--- src/rtl/pulse_hightime_timer.sv ---
module pulse_hightime_timer #(
  parameter int CW = 16,
  parameter int NW = 16,
  parameter int TW = 32
) (
  input  logic          clk,
  input  logic          rst_n,
  input  logic          sig_in,
  input  logic          run,
  input  logic [CW-1:0] tick_div,
  input  logic [CW-1:0] period,
  input  logic [1:0]    edge_div,
  input  logic          cap_ie,
  input  logic          upd_ie,
  input  logic          done_clr,
  output logic [CW-1:0] cap_val,
  output logic [NW-1:0] wrap_cnt,
  output logic [TW-1:0] total,
  output logic          done,
  output logic          wrap_sat,
  output logic          cap_irq,
  output logic          upd_irq
);
  typedef enum logic [1:0] {ARMED, HIGH, HELD} st_t;

  st_t st_q;
  logic [2:0] smp_q;
  logic [CW-1:0] pcnt_q, cnt_q;
  logic [2:0] ecnt_q;
  logic [NW-1:0] n_q;

  logic rise, fall, tick, wrap, qual, go, n_max, bump;
  logic [2:0] need;
  logic [CW:0] span;
  logic [NW-1:0] n_eff;

  assign rise  = smp_q[1] & ~smp_q[2];
  assign fall  = ~smp_q[1] & smp_q[2];
  assign tick  = run && (pcnt_q >= tick_div);
  assign wrap  = tick && (cnt_q == period);
  assign qual  = run && ((st_q == ARMED && rise) || (st_q == HIGH && fall));
  assign need  = 3'((4'd1 << edge_div) - 4'd1);
  assign go    = qual && (ecnt_q >= need);
  assign n_max = &n_q;
  assign bump  = wrap && (cnt_q == '0);
  assign n_eff = n_q + NW'(bump && !n_max);
  assign span  = {1'b0, period} + (CW+1)'(1);
  assign done  = (st_q == HELD);
  assign wrap_cnt = n_q;

  always_ff @(posedge clk or negedge rst_n)
    if (!rst_n) smp_q <= '0;
    else        smp_q <= {smp_q[1:0], sig_in};

  always_ff @(posedge clk or negedge rst_n)
    if (!rst_n) begin
      pcnt_q <= '0;
      cnt_q  <= '0;
    end else if (go && st_q == ARMED) begin
      pcnt_q <= '0;
      cnt_q  <= '0;
    end else if (tick) begin
      pcnt_q <= '0;
      cnt_q  <= wrap ? '0 : cnt_q + 1'b1;
    end else if (run) begin
      pcnt_q <= pcnt_q + 1'b1;
    end

  always_ff @(posedge clk or negedge rst_n)
    if (!rst_n)                    ecnt_q <= '0;
    else if (go || st_q == HELD)   ecnt_q <= '0;
    else if (qual)                 ecnt_q <= ecnt_q + 1'b1;

  always_ff @(posedge clk or negedge rst_n)
    if (!rst_n) begin
      st_q     <= ARMED;
      n_q      <= '0;
      wrap_sat <= 1'b0;
      cap_val  <= '0;
      total    <= '0;
    end else begin
      if (go) cap_val <= cnt_q;
      case (st_q)
        ARMED: if (go) begin
          st_q     <= HIGH;
          n_q      <= '0;
          wrap_sat <= 1'b0;
        end
        HIGH: if (go) begin
          st_q  <= HELD;
          n_q   <= n_eff;
          total <= TW'(n_eff) * TW'(span) + TW'(cnt_q);
          if (bump && n_max) wrap_sat <= 1'b1;
        end else if (wrap) begin
          if (n_max) wrap_sat <= 1'b1;
          else       n_q <= n_q + 1'b1;
        end
        default: if (done_clr) st_q <= ARMED;
      endcase
    end

  always_ff @(posedge clk or negedge rst_n)
    if (!rst_n) begin
      cap_irq <= 1'b0;
      upd_irq <= 1'b0;
    end else begin
      cap_irq <= go && cap_ie;
      upd_irq <= wrap && upd_ie;
    end


  done_hold_chk: assert property (@(posedge clk) disable iff (!rst_n)
    (done && !done_clr) |=> (done && $stable(total) && $stable(cap_val)));

  cap_en_chk: assert property (@(posedge clk) disable iff (!rst_n)
    cap_irq |-> $past(cap_ie));

  upd_en_chk: assert property (@(posedge clk) disable iff (!rst_n)
    upd_irq |-> $past(upd_ie));

  freeze_chk: assert property (@(posedge clk) disable iff (!rst_n)
    !run |=> ($stable(cnt_q) && $stable(pcnt_q)));

  sat_hold_chk: assert property (@(posedge clk) disable iff (!rst_n)
    (wrap_sat && st_q == HIGH) |=> $stable(wrap_cnt));

  done_rise_chk: assert property (@(posedge clk) disable iff (!rst_n)
    $rose(done) |-> $past(st_q == HIGH));
endmodule

--- config.mk ---
export PLATFORM = sky130hd
export DESIGN_NAME = pulse_hightime_timer
export DESIGN_NICKNAME = d
export VERILOG_FILES = /design/src/rtl/pulse_hightime_timer.sv
export SDC_FILE = /design/constraint.sdc
export NUM_CORES = 1
export LEC_CHECK = 0
export ABC_AREA = 1
export BUFFER_PORTS_ARGS = -buffer_cell sky130_fd_sc_hd__buf_2
export CORE_MARGIN = 3
export CORE_UTILIZATION = 35
export DETAILED_ROUTE_END_ITERATION = 10
export HOLD_SLACK_MARGIN = 0.1
export PLACE_DENSITY = 0.52
export SLEW_MARGIN = 10
export SYNTH_ARGS = -nofsm -noshare
export SYNTH_HDL_FRONTEND = slang
export SYNTH_SLANG_ARGS = --single-unit
--- constraint.sdc ---
create_clock -name clk -period 12.2 [get_ports clk]
set_input_delay 1.83 -clock clk [delete_from_list [all_inputs] [get_ports clk]]
set_output_delay 1.83 -clock clk [all_outputs]
set_load 0.05 [all_outputs]
# After elaboration in Yosys (flattened, before gate mapping)
# Index checks and enable logic that the tools add are counted.
dict set report word_totals {
  ff_bits 107
  inputBits 41
  output_inout_bits 68
}
dict set report classes {
  addsub 8
  mul 1
  order_cmp 2
  n_eq_ne 9
  n_shift 1
  n_mux 23
  bitwise 4
  n_reduce_logical 27
}
# cell n
set op_table {}
lappend op_table {{16-bit two-way mux} 10}
lappend op_table {{16-bit by 1-bit adder with 16-bit output (second input constant)} 3}
lappend op_table {{32-bit by 16-bit adder with 32-bit output} 1}
lappend op_table {{16-bit by 17-bit multiplier with 32-bit output} 1}
lappend op_table {{16-bit one-hot mux with 2 select lines} 1}
lappend op_table {{16-bit by 1-bit adder with 17-bit output (second input constant)} 1}
lappend op_table {{16-bit by 1-bit adder with 16-bit output} 1}
lappend op_table {{16-bit equality test} 1}
lappend op_table {{16-bit greater-or-equal comparator} 1}
lappend op_table {{16-bit logical NOT} 1}
lappend op_table {{16-bit AND reduction} 1}
lappend op_table {{1-bit logical AND} 12}
lappend op_table {{3-bit inequality test (second input constant)} 3}
lappend op_table {{2-bit two-way mux} 3}
lappend op_table {{3-bit two-way mux} 2}
lappend op_table {{2-bit nonzero test} 3}
lappend op_table {{3-bit nonzero test} 2}
lappend op_table {{1-bit two-way mux} 5}
lappend op_table {{5-bit AND reduction} 1}
lappend op_table {{2-bit inequality test (second input constant)} 2}
lappend op_table {{2-bit one-hot mux with 2 select lines} 1}
lappend op_table {{4-bit AND reduction} 1}
lappend op_table {{3-bit by 1-bit adder with 3-bit output (second input constant)} 1}
lappend op_table {{3-bit greater-or-equal comparator} 1}
lappend op_table {{other kinds (13)} 16}

# Longest topological paths before layout
dict set report logic_depth {
  word_depth 8
  ltp_mapped 47
  ltp_nobuf 46
}

# Worst setup path after synthesis
# No wires, ideal clock.
dict set report synth_timing {
  kind {input -> register}
  startpoint {input port tick_div[15]}
  endpoint {register total[20]}
  t_arrival_ns 9.011
  required_ns 12.082
  slack_ns 3.072
  cell_stages 39
  n_path_buf 0
  cell_sequence {inv_1 > ha_1 > nand2_1 > inv_1 > nand3_1 > nor2_1 > nand3_1 > nand3_1 > nand4_1 > nor2_1 > ha_1 > ha_1 > nand2_1 > nor2_1 > nand2_1 > nor2_2 > nand4_1 > xor2_1 > [... 3 more ...] > inv_1 > fa_1 > inv_1 > fa_1 > fa_1 > fa_1 > inv_1 > fa_1 > inv_1 > ha_1 > a21oi_1 > o21ai_0 > o21bai_1 > a21oi_1 > o21bai_1 > or2_2 > nand3_1 > nand2_1}
}
dict set report synth_via {
  elab_chain_len 8
}
# item line_no
set synth_lines {}
lappend synth_lines {{start: declaration} 10} ;# input logic [CW-1:0] tick_div,
lappend synth_lines {{16-bit greater-or-equal comparator} 39} ;# assign tick = run && (pcnt_q >= tick_div);
lappend synth_lines {{1-bit logical AND} 39}
lappend synth_lines {{1-bit logical AND} 40} ;# assign wrap = tick && (cnt_q == period);
lappend synth_lines {{1-bit logical AND} 45} ;# assign bump = wrap && (cnt_q == '0);
lappend synth_lines {{1-bit logical AND} 46} ;# assign n_eff = n_q + NW'(bump && !n_max);
lappend synth_lines {{16-bit by 1-bit adder with 16-bit output} 46}
lappend synth_lines {{16-bit by 17-bit multiplier with 32-bit output} 92} ;# total <= TW'(n_eff) * TW'(span) + TW'(cnt_q);
lappend synth_lines {{32-bit by 16-bit adder with 32-bit output} 92}
lappend synth_lines {{end signal: assignment} 92}
lappend synth_lines {{end: declaration} 18} ;# output logic [TW-1:0] total,
# No other way between the ends.
# A chain may end at the register's enable or synchronous reset.

# Worst setup path after layout
dict set report layout_timing {
  startpoint {input port period[0]}
  endpoint {register total[27]}
}
dict set report layout_via {
  elab_chain_len 7
  elab_cells_between_ends 8
}
# item line_no
set layout_lines {}
lappend layout_lines {{start: declaration} 11} ;# input logic [CW-1:0] period,
lappend layout_lines {{16-bit equality test} 40}
lappend layout_lines {{1-bit logical AND} 40}
lappend layout_lines {{1-bit logical AND} 45}
lappend layout_lines {{1-bit logical AND} 46}
lappend layout_lines {{16-bit by 1-bit adder with 16-bit output} 46}
lappend layout_lines {{16-bit by 17-bit multiplier with 32-bit output (*)} 92}
lappend layout_lines {{32-bit by 16-bit adder with 32-bit output (*)} 92}
# Every way passes the cells marked *; elsewhere a longest branch is shown, timed or not.

==> results.ini <==
[logic_synthesis]
synthesis.nets=2420
synth_mux_area_share_pct=0
ys_seq_area_share_pct=17.1
synth_cell_types=47
synthAdderAreaFrac_pct=39.0
ys.flop_type=dfrtp_1
synth_compound_area_share_pct=6.15
post_synth_xor_area_fraction_pct=3.63
netlist_area_um2=15700
synth_area_per_cell_um2=7.73
yosys.area_share.simple_pct=22.1
yosys_warnings=0
synth-seq-cells=107
syn_inst=2025
synth_edf_count=0
synth_top_family_by_area=adder cells
synth-async-reset-ratio_pct=100

[routing]
vias_per_cell=4.96
drt-total-wl_um=49900
route.detailed.drc=0
drt-wirelength-per-cell_um=18.5
vias=13421
drt-initial-drc-count=937
ant_nets=0
drtPass1Iterations=5

[clock_tree]
cts_buffers=9
cts_hold_buf=0
cts_resized=0
post-cts-setup-buffers=0
cts.sinks=107
clk_pin_slew_ps=80
cts_tree=done
clk_path_buf_depth=2
h-tree-depth=3
root_buffer=clkbuf_16
insertion_delay_ps=390

[timing]
setup_tns_ps=0
relSlewSlack_pct=33.4
hold_viol=0
period_share_pct=80.6
worst_slew_pin_slew_ps=999
max_freq_mhz=102
period_needed_ps=9830
drv_slew=0
finClkSkew_ps=8.45
grt_setup_unrepaired=no
setup_viol=0

[worst_setup_path]
end_kind=flip-flop
required_ps=12480
arrival_ps=10120
crit_path_frequent_cell=fa_1
cp-start-kind=primary input
regToRegSetupSlack_ps=3210
critPathSlowestCell=fa_1
cp_max_fo=15
path_class=in2reg
max_stage_delay_ps=560

[cells_and_area]
drive_gt1_share_pct=8.64
fin_area_um2=17200
area_growth_pct=9.73
num_antenna_cells=0
fin_nets=2509

[grt]
grt-ovfl-total=0
antenna_found_initial=0
grt_max_degree=69
track_usage_pct=22.2
grt_pass1_vias=14200
grt_pass1_wl_um=80700

[place]
placed_area_um2=16800
gp_congestion=0.950
hpwl_um=40700
port_buffers=108

[min_path]
hold_class=reg2reg

[floorplan]
dieArea_um2=47300
die_w_um=217
start_util_pct=35.9
row_count=76
die_h_um=217
core_area_um2=43600
io_pins=109

[pwr]
irDropWorstVdd_v=0.0000942
pwr_density_cell_nw_per_um2=109
p_leak_nw=9.25

[job]
drv_cap=0

[run_status]
status=completed

cell usage in the layout (no fill, tap or decap), types with 30 or more instances in the layout:
cell type and count:
nor2_1 209, nor3_1 33, a21oi_1 50, nand3_1 70, nand2_1 455, o21ai_0 68, buf_2 107, ha_1 131
nand4_1 30, inv_1 429, dfrtp_1 107, xor2_1 43, fa_1 223
layout make-up:
cell class	count	area, um2
fillers	4600	26500
repair buffers	123	656
inverters	448	1680
clock buffers	9	225
well taps	585	732
multi-input cells	1425	11100
clock inverters	7	91.3
flip-flops and latches	107	2680
layer usage:
metal / GRT usage (%) / vias to the layer above / wire (um)
met2: 33.9 / 431 / 21700
met1: 31.2 / 6616 / 22800
li1: - / 6306 / -
met3: 5.98 / 68 / 4140
met4: 5.87 / 0 / 1340
met5: 0 / - / 0
through the flow:
stage | total power [mW] | utilization [%] | std cells | hold slack [ps] | setup WS [ps]
2_1_floorplan | 1.20 | - | 2025 | 331 | 3070
3_3_place_gp | 1.53 | 38.6 | 2688 | 342 | 2200
3_5_place_dp | 1.53 | 38.6 | 2688 | 351 | 2020
4_1_cts | 1.88 | 39.3 | 2704 | 371 | 2420
5_1_grt | 2.02 | 39.3 | 2704 | 382 | 1780
6_report | 1.87 | 39.3 | 2704 | 367 | 2370
power by group:
| group | switching [mW] | internal (mW) |
|---|---|---|
| clock | 0.161 | 0.165 |
| sequential | 0.0758 | 0.435 |
| combinational | 0.721 | 0.307 |
| total | 0.959 | 0.907 |
cell families after synthesis:
kind of cell             after synthesis
buffers and inverters                493
flip-flops                           107
adder cells (fa/ha/maj)              354
AND/OR/NAND/NOR                      837
XOR/XNOR                              64
AO/OA/AOI/OAI                        170
critical path: cells and delay by family:
family	cells	cell delay, ps
AO/OA/AOI/OAI	4	710
XOR/XNOR	2	680
adder cells (fa/ha/maj)	9	3780
buffers and inverters	4	660
AND/OR/NAND/NOR	17	2420
sequential cells by signal, summed over array words and instances, names as in the netlist:
register / count
wrap_sat: 1
ecnt_q: 3
total: 32
cnt_q: 16
cap_val: 16
wrap_cnt: 16
st_q: 2
cap_irq: 1
smp_q: 3
upd_irq: 1
pcnt_q: 16
synthesized netlist by cell type (30+ instances only):
master,n,area (um2)
nand2_1,455,1710
a21oi_1,50,250
nand3_1,70,350
inv_1,429,1610
ha_1,131,1640
dfrtp_1,107,2680
nor3_1,33,165
o21ai_0,68,340
nand4_1,30,188
fa_1,223,4460
nor2_1,209,785
xor2_1,44,385
clkbuf_1,30,113
final timing paths:
kind                                           to               startpoint  depth (start not counted)
min reg2reg                    smp_q[1]$_DFF_PN0_       smp_q[0]$_DFF_PN0_                          0
max                         total[27]$_DFFE_PN0P_                period[0]                         36
max reg2reg                 total[20]$_DFFE_PN0P_  wrap_cnt[1]$_DFFE_PN0P_                         35
max in group asynchronous  cap_val[9]$_DFFE_PN0P_                    rst_n                          2
min in group asynchronous   total[28]$_DFFE_PN0P_                    rst_n                          1
min                            smp_q[1]$_DFF_PN0_       smp_q[0]$_DFF_PN0_                          0
Note: power is estimated with default switching activity, not from simulation.
